## config.mk

```make
export PLATFORM = sky130hd
export DESIGN_NAME = rbk_guard
export DESIGN_NICKNAME = d
export VERILOG_FILES = /design/src/rtl/rbk_pkg.sv /design/src/rtl/rbk_policy.sv /design/src/rtl/rbk_stream.sv /design/src/rtl/rbk_guard.sv
export SDC_FILE = /design/constraint.sdc
export NUM_CORES = 1
export LEC_CHECK = 0
export BUFFER_PORTS_ARGS = -buffer_cell sky130_fd_sc_hd__buf_2
export CAP_MARGIN = 40
export CORE_UTILIZATION = 35
export DETAILED_ROUTE_END_ITERATION = 7
export PLACE_DENSITY = 0.63
export SYNTH_ARGS = -nofsm -noshare
export SYNTH_HDL_FRONTEND = slang
export SYNTH_SLANG_ARGS = --single-unit
```

## constraint.sdc

```tcl
create_clock -name clk -period 4.42 [get_ports clk]
set_clock_uncertainty 0.15 [all_clocks]
set_input_delay 0 -clock clk [delete_from_list [all_inputs] [get_ports clk]]
set_output_delay 0 -clock clk [all_outputs]
set_load 0.05 [all_outputs]
```

## src/rtl/rbk_pkg.sv

```systemverilog
`timescale 1ns/1ps
package rbk_pkg;
   typedef enum logic [1:0] {
      RB_FREE  = 2'b00,
      RB_ONCE  = 2'b01,
      RB_NONE  = 2'b10,
      RB_NONE2 = 2'b11
   } rb_mode_t;

   function automatic logic mode_allows(input rb_mode_t m, input logic used);
      case (m)
         RB_FREE: return 1'b1;
         RB_ONCE: return !used;
         default: return 1'b0;
      endcase
   endfunction
endpackage

```

## src/rtl/rbk_policy.sv

```systemverilog
`timescale 1ns/1ps
module rbk_policy
   import rbk_pkg::*;
(
   input  logic       clk,
   input  logic       rst_n,
   input  logic       cfg_load,
   input  logic [1:0] cfg_mode,
   input  logic       xfer_end,
   output logic       allow
);
   rb_mode_t mode_q;
   logic     cfgd_q;
   logic     used_q;

   always_ff @(posedge clk) begin
      if (!rst_n) begin
         mode_q <= RB_NONE;
         cfgd_q <= 1'b0;
         used_q <= 1'b0;
      end else if (cfg_load) begin
         mode_q <= rb_mode_t'(cfg_mode);
         cfgd_q <= 1'b1;
         used_q <= 1'b0;
      end else if (xfer_end) begin
         used_q <= 1'b1;
      end
   end

   assign allow = cfgd_q && mode_allows(mode_q, used_q);


   once_reload_chk: assert property (@(posedge clk) disable iff (!rst_n)
      (cfg_load && cfg_mode == 2'b01) |=> allow);

   never_mode_chk: assert property (@(posedge clk) disable iff (!rst_n)
      (cfg_load && cfg_mode[1]) |=> !allow);
endmodule

```

## src/rtl/rbk_stream.sv

```systemverilog
`timescale 1ns/1ps
module rbk_stream #(
   parameter int WORD_W    = 8,
   parameter int CFG_WORDS = 4,
   parameter int CELL_W    = 6,
   localparam int AW = (CFG_WORDS > 1) ? $clog2(CFG_WORDS) : 1,
   localparam int WB = $clog2(WORD_W),
   localparam int CB = $clog2(CELL_W)
) (
   input  logic              clk,
   input  logic              rst_n,
   input  logic              start,
   input  logic              abort,
   input  logic [CELL_W-1:0] cell_state,
   input  logic [WORD_W-1:0] mem_data,
   output logic              busy,
   output logic              dout,
   output logic [AW-1:0]     addr,
   output logic              last_bit,
   output logic              done
);
   logic              busy_q, in_cell_q, done_q;
   logic [AW-1:0]     word_q;
   logic [WB-1:0]     wbit_q;
   logic [CB-1:0]     cbit_q;
   logic [CELL_W-1:0] snap_q;

   assign last_bit = busy_q && in_cell_q && (cbit_q == '0) && !abort;

   always_ff @(posedge clk) begin
      if (!rst_n) begin
         busy_q    <= 1'b0;
         in_cell_q <= 1'b0;
         done_q    <= 1'b0;
         word_q    <= '0;
         wbit_q    <= '0;
         cbit_q    <= '0;
         snap_q    <= '0;
      end else if (abort) begin
         busy_q <= 1'b0;
         done_q <= 1'b0;
      end else begin
         done_q <= 1'b0;
         if (start) begin
            busy_q    <= 1'b1;
            in_cell_q <= 1'b0;
            word_q    <= '0;
            wbit_q    <= WB'(WORD_W - 1);
            cbit_q    <= CB'(CELL_W - 1);
            snap_q    <= cell_state;
         end else if (busy_q) begin
            if (!in_cell_q) begin
               if (wbit_q == '0) begin
                  wbit_q <= WB'(WORD_W - 1);
                  if (word_q == AW'(CFG_WORDS - 1)) in_cell_q <= 1'b1;
                  else word_q <= word_q + 1'b1;
               end else begin
                  wbit_q <= wbit_q - 1'b1;
               end
            end else if (cbit_q == '0) begin
               busy_q <= 1'b0;
               done_q <= 1'b1;
            end else begin
               cbit_q <= cbit_q - 1'b1;
               snap_q <= {snap_q[CELL_W-2:0], 1'b0};
            end
         end
      end
   end

   assign busy = busy_q;
   assign done = done_q;
   assign addr = word_q;
   assign dout = busy_q ? (in_cell_q ? snap_q[CELL_W-1] : mem_data[wbit_q]) : 1'b0;


   done_single_chk: assert property (@(posedge clk) disable iff (!rst_n)
      done |=> !done);

   start_idle_chk: assert property (@(posedge clk) disable iff (!rst_n)
      start |-> !busy);
endmodule

```

## src/rtl/rbk_guard.sv

```systemverilog
`timescale 1ns/1ps
module rbk_guard #(
   parameter int WORD_W    = 8,
   parameter int CFG_WORDS = 4,
   parameter int CELL_W    = 6,
   localparam int AW = (CFG_WORDS > 1) ? $clog2(CFG_WORDS) : 1
) (
   input  logic              clk,
   input  logic              rst_n,
   input  logic              cfg_load,
   input  logic [1:0]        cfg_mode,
   input  logic              rb_req,
   input  logic [CELL_W-1:0] cell_state,
   input  logic [WORD_W-1:0] mem_data,
   output logic              rb_grant,
   output logic              rb_deny,
   output logic              rb_dout,
   output logic              rb_done,
   output logic              rb_locked,
   output logic [AW-1:0]     mem_addr
);
   generate
      if (WORD_W < 2) begin : g_bad_word
         $error("rbk_guard: WORD_W must be at least 2");
      end
      if (CELL_W < 2) begin : g_bad_cell
         $error("rbk_guard: CELL_W must be at least 2");
      end
      if (CFG_WORDS < 2) begin : g_bad_depth
         $error("rbk_guard: CFG_WORDS must be at least 2");
      end
   endgenerate

   logic allow, busy, last_bit, take, deny_q;

   rbk_policy u_policy (
      .clk      (clk),
      .rst_n    (rst_n),
      .cfg_load (cfg_load),
      .cfg_mode (cfg_mode),
      .xfer_end (last_bit),
      .allow    (allow)
   );

   assign take = rb_req && !busy && !cfg_load;

   rbk_stream #(
      .WORD_W    (WORD_W),
      .CFG_WORDS (CFG_WORDS),
      .CELL_W    (CELL_W)
   ) u_stream (
      .clk        (clk),
      .rst_n      (rst_n),
      .start      (take && allow),
      .abort      (cfg_load),
      .cell_state (cell_state),
      .mem_data   (mem_data),
      .busy       (busy),
      .dout       (rb_dout),
      .addr       (mem_addr),
      .last_bit   (last_bit),
      .done       (rb_done)
   );

   always_ff @(posedge clk) begin
      if (!rst_n) deny_q <= 1'b0;
      else        deny_q <= take && !allow;
   end

   assign rb_deny   = deny_q;
   assign rb_grant  = busy;
   assign rb_locked = !allow;


   deny_grant_excl_chk: assert property (@(posedge clk) disable iff (!rst_n)
      !(rb_deny && rb_grant));

   deny_cause_chk: assert property (@(posedge clk) disable iff (!rst_n)
      rb_deny |-> $past(rb_req));

   grant_cause_chk: assert property (@(posedge clk) disable iff (!rst_n)
      $rose(rb_grant) |-> $past(rb_req));

   done_after_chk: assert property (@(posedge clk) disable iff (!rst_n)
      rb_done |-> !rb_grant);

   busy_req_chk: assert property (@(posedge clk) disable iff (!rst_n)
      (rb_grant && rb_req && !cfg_load) |=> !rb_deny);

   load_abort_chk: assert property (@(posedge clk) disable iff (!rst_n)
      cfg_load |=> (!rb_grant && !rb_done && !rb_deny));

   locked_refuse_chk: assert property (@(posedge clk) disable iff (!rst_n)
      (rb_locked && rb_req && !rb_grant && !cfg_load) |=> rb_deny);
endmodule

```

==> metrics.yaml <==
worst_setup_path:
  slowest_stage: "dlygate4sd3_1"
  path_cells: "and2b_2, nand4b_1, o221a_2, dlygate4sd3_1, o21a_1"
  crit_type: "reg -> reg"
  cp_max_fo: 12
  worstPathArrival_ns: 2.51
  crit_required_ns: 4.48
  crit_path_start_kind: "register"
  end_kind: "register"
  max_stage_delay_ns: 0.56
power_and_ir_drop:
  p_leak_uw: 0.000588
  powerDensity_nw_per_um2: 251
  vdd_drop_max_v: 0.000175
clock_network:
  post_cts_buffers: 0
  cts_tree: "yes"
  insertion_delay_ns: 0.30
  cts_max_level: 1
  numCtsBuffers: 3
  clock-sinks: 22
  clk_pin_slew_ns: 0.12
  clk_path_buf_depth: 2
  cts-root-buf: "clkbuf_4"
timing:
  fmax_ghz: 0.408
  hold_viol: 0
  rsz0062_at_grt: "no"
  max_slew_margin_pct: 59.9
  report.final.slew_viol_count: 0
  setup_viol_count_final: 0
  fin_crit_sh_pct: 55.4
  tightest_slew_ns: 0.602
  timing.setup.tns_ns: 0
  finalCriticalPeriod_ns: 2.45
global_route:
  grt_pass1_wl_mm: 3.60
  groute.usage.overall_pct: 14.3
  grt_pass1_vias: 837
  antenna_found_initial: 0
  grt-ovfl-total: 0
  grt_start_max_net_pins: 13
floorplan:
  fp.coreArea_sq_um: 2830
  rows: 19
  start_util_pct: 37.6
  die_x_um: 57.1
  die_h_um: 57.1
  design.die.area_sq_um: 3260
  ioPinCount: 27
finish:
  fillers: 261
  final_area_sq_um: 1430
  diodes: 0
  multi_input_area_sq_um: 568
  num-nets-final: 180
  drive_above_1_share_pct: 27.3
  regArea_sq_um: 440
  area_growth_pct: 34.5
placed_design:
  port-buffer-count: 26
  hpwlAfterDp_mm: 1.54
  placed_cell_area_sq_um: 1200
  place.gp.congestion: 0.733
route:
  wl_met3_um: 92
  num_vias: 935
  routedWlPerCell_um: 11.9
  wl_mm: 2.20
  route.detailed.drc: 2
  first_pass_iters: 8
  wl_met2_mm: 1.12
  drtIter0Drc: 15
  drtAntennaViolNets: 0
  met1Wirelength_um: 974
  top_layer_used: "met4"
  via_per_inst: 5.05
logic_synthesis:
  async_reset_ff_share_pct: 0
  synth_nets: 134
  yosysUniqueCellTypes: 34
  yosysWarnings: 0
  avgSynthCellArea_sq_um: 9.76
  synth_edf_count: 0
  synth.ff_latch_count: 22
  synth-seq-area-share_pct: 41.4
  syn_area_sq_um: 1060
  syn_inst: 109
  ys.flop_type: "dfxtp_1"
status:
  status: "finished, violations left"
  violations: "DRC"
flow_run:
  cap_violations: 0
hold_path:
  hold_path.class: "reg -> reg"
## cell usage in the layout, fill, tap and decap left out, drive strengths merged
| cell type | instances |
|---|---|
| a21oi | 8 |
| a31oi | 2 |
| and2b | 1 |
| and3b | 1 |
| buf | 26 |
| clkbuf | 4 |
| dfxtp | 22 |
| dlygate4sd3 | 19 |
| ha | 5 |
| inv | 7 |
| mux2i | 3 |
| mux4 | 2 |
| nand2 | 11 |
| nand2b | 2 |
| nand3 | 4 |
| nand4b | 1 |
| nor2 | 5 |
| nor2b | 2 |
| nor3 | 1 |
| nor3b | 1 |
| nor4b | 1 |
| o21a | 6 |
| o21ai | 5 |
| o21bai | 1 |
| o221a | 5 |
| o22ai | 1 |
| o32ai | 1 |
| or2b | 1 |
| or3 | 1 |
| or3b | 1 |
| or4b | 1 |
| xnor2 | 2 |
| xor2 | 1 |
## kinds of logic (layout without fill, tap and decap cells)
logic type,Yosys count,in the layout,share of synthesized area [%]
xor gates and xnor gates,3,3,2.47
buffers and inverters,11,56,5.18
DFF,22,22,41.4
adders and majority gates,5,5,5.88
muxes,5,5,7.06
and+or+nand+nor,34,34,19.1
AOI/OAI and AO/OA,29,29,18.9
## through the flow
| step | worst slack, ns | hold slack (ns) | utilization (%) | power (uW) | std cells |
|---|---|---|---|---|---|
| final | 1.97 | 0.327 | 50.6 | 359 | 185 |
| after global routing | 1.75 | 0.354 | 50.6 | 375 | 185 |
| after CTS | 1.99 | 0.329 | 50.6 | 364 | 185 |
| after detailed placement | 2.53 | 0.0755 | 42.5 | 242 | 162 |
| after global placement | 2.60 | 0.0657 | 42.5 | 241 | 162 |
| after floorplan | 2.50 | -0.0220 | - | 230 | 109 |
## final timing paths
kind	slack, ns	startpoint	end	cells past startpoint
worst max-delay path	1.97	u_stream.busy	u_stream.snap_q[3]	5
worst min register to register	0.33	u_stream.cbit_q[1]	u_stream.cbit_q[1]	2
worst max register to register	1.97	u_stream.busy	u_stream.snap_q[3]	5
worst min-delay path	0.33	u_stream.cbit_q[1]	u_stream.cbit_q[1]	2
## flip-flops by register name, indices dropped and copies added, names as in the netlist
register,cells
u_stream.in_cell_q,1
u_stream.busy,1
u_policy.used_q,1
u_stream.cbit_q,3
u_stream.wbit_q,3
u_stream.snap_q,6
u_policy.cfgd_q,1
u_stream.done,1
u_stream.addr,2
rb_deny,1
u_policy.mode_q,2
## per-layer routing
metal,track usage [%],vias to the layer above
met5,0,-
met1,16.4,432
met4,4.88,0
met3,4.76,2
met2,25.0,20
li1,-,481
## power breakdown
group | internal, uW | switching [uW]
clock | 50.3 | 58.8
sequential | 202 | 2.29
combinational | 27.3 | 18.5
## synthesized netlist by cell type, types with 2 or more instances
cell	n	share of area, %
a21oi_1	8	3.8
a31oi_1	2	1.2
buf_2	2	0.94
dfxtp_1	22	41
ha_1	5	5.9
inv_1	7	2.5
mux2i_1	3	2.8
mux4_2	2	4.2
nand2_1	11	3.9
nand2b_1	2	1.2
nand3_1	4	1.9
nor2_1	4	1.4
nor2b_1	2	1.2
o21a_1	6	4.2
o21ai_0	5	2.4
o221a_2	5	5.3
xnor2_1	2	1.6
## cell type report
class	instances	share of cell area [%]
multi-input combinational	76	39.7
sequential	22	30.8
timing repair buffer	45	22.4
tap	31	2.71
clock buffer	4	2.54
inverter	7	1.84
## worst max-delay path, delay by kind of cell, from the launching register on
family	cells	cell delay [ns]
simple gates	2	0.70
compound gates	2	0.57
buf+inv	1	0.56
flops	1	0.38
## repair_timing
item,CTS,global route
endpoints found under the hold margin,17,0
hold buffers,19,0
gates resized for setup,0,0
Power figures use the tool's default switching activity.
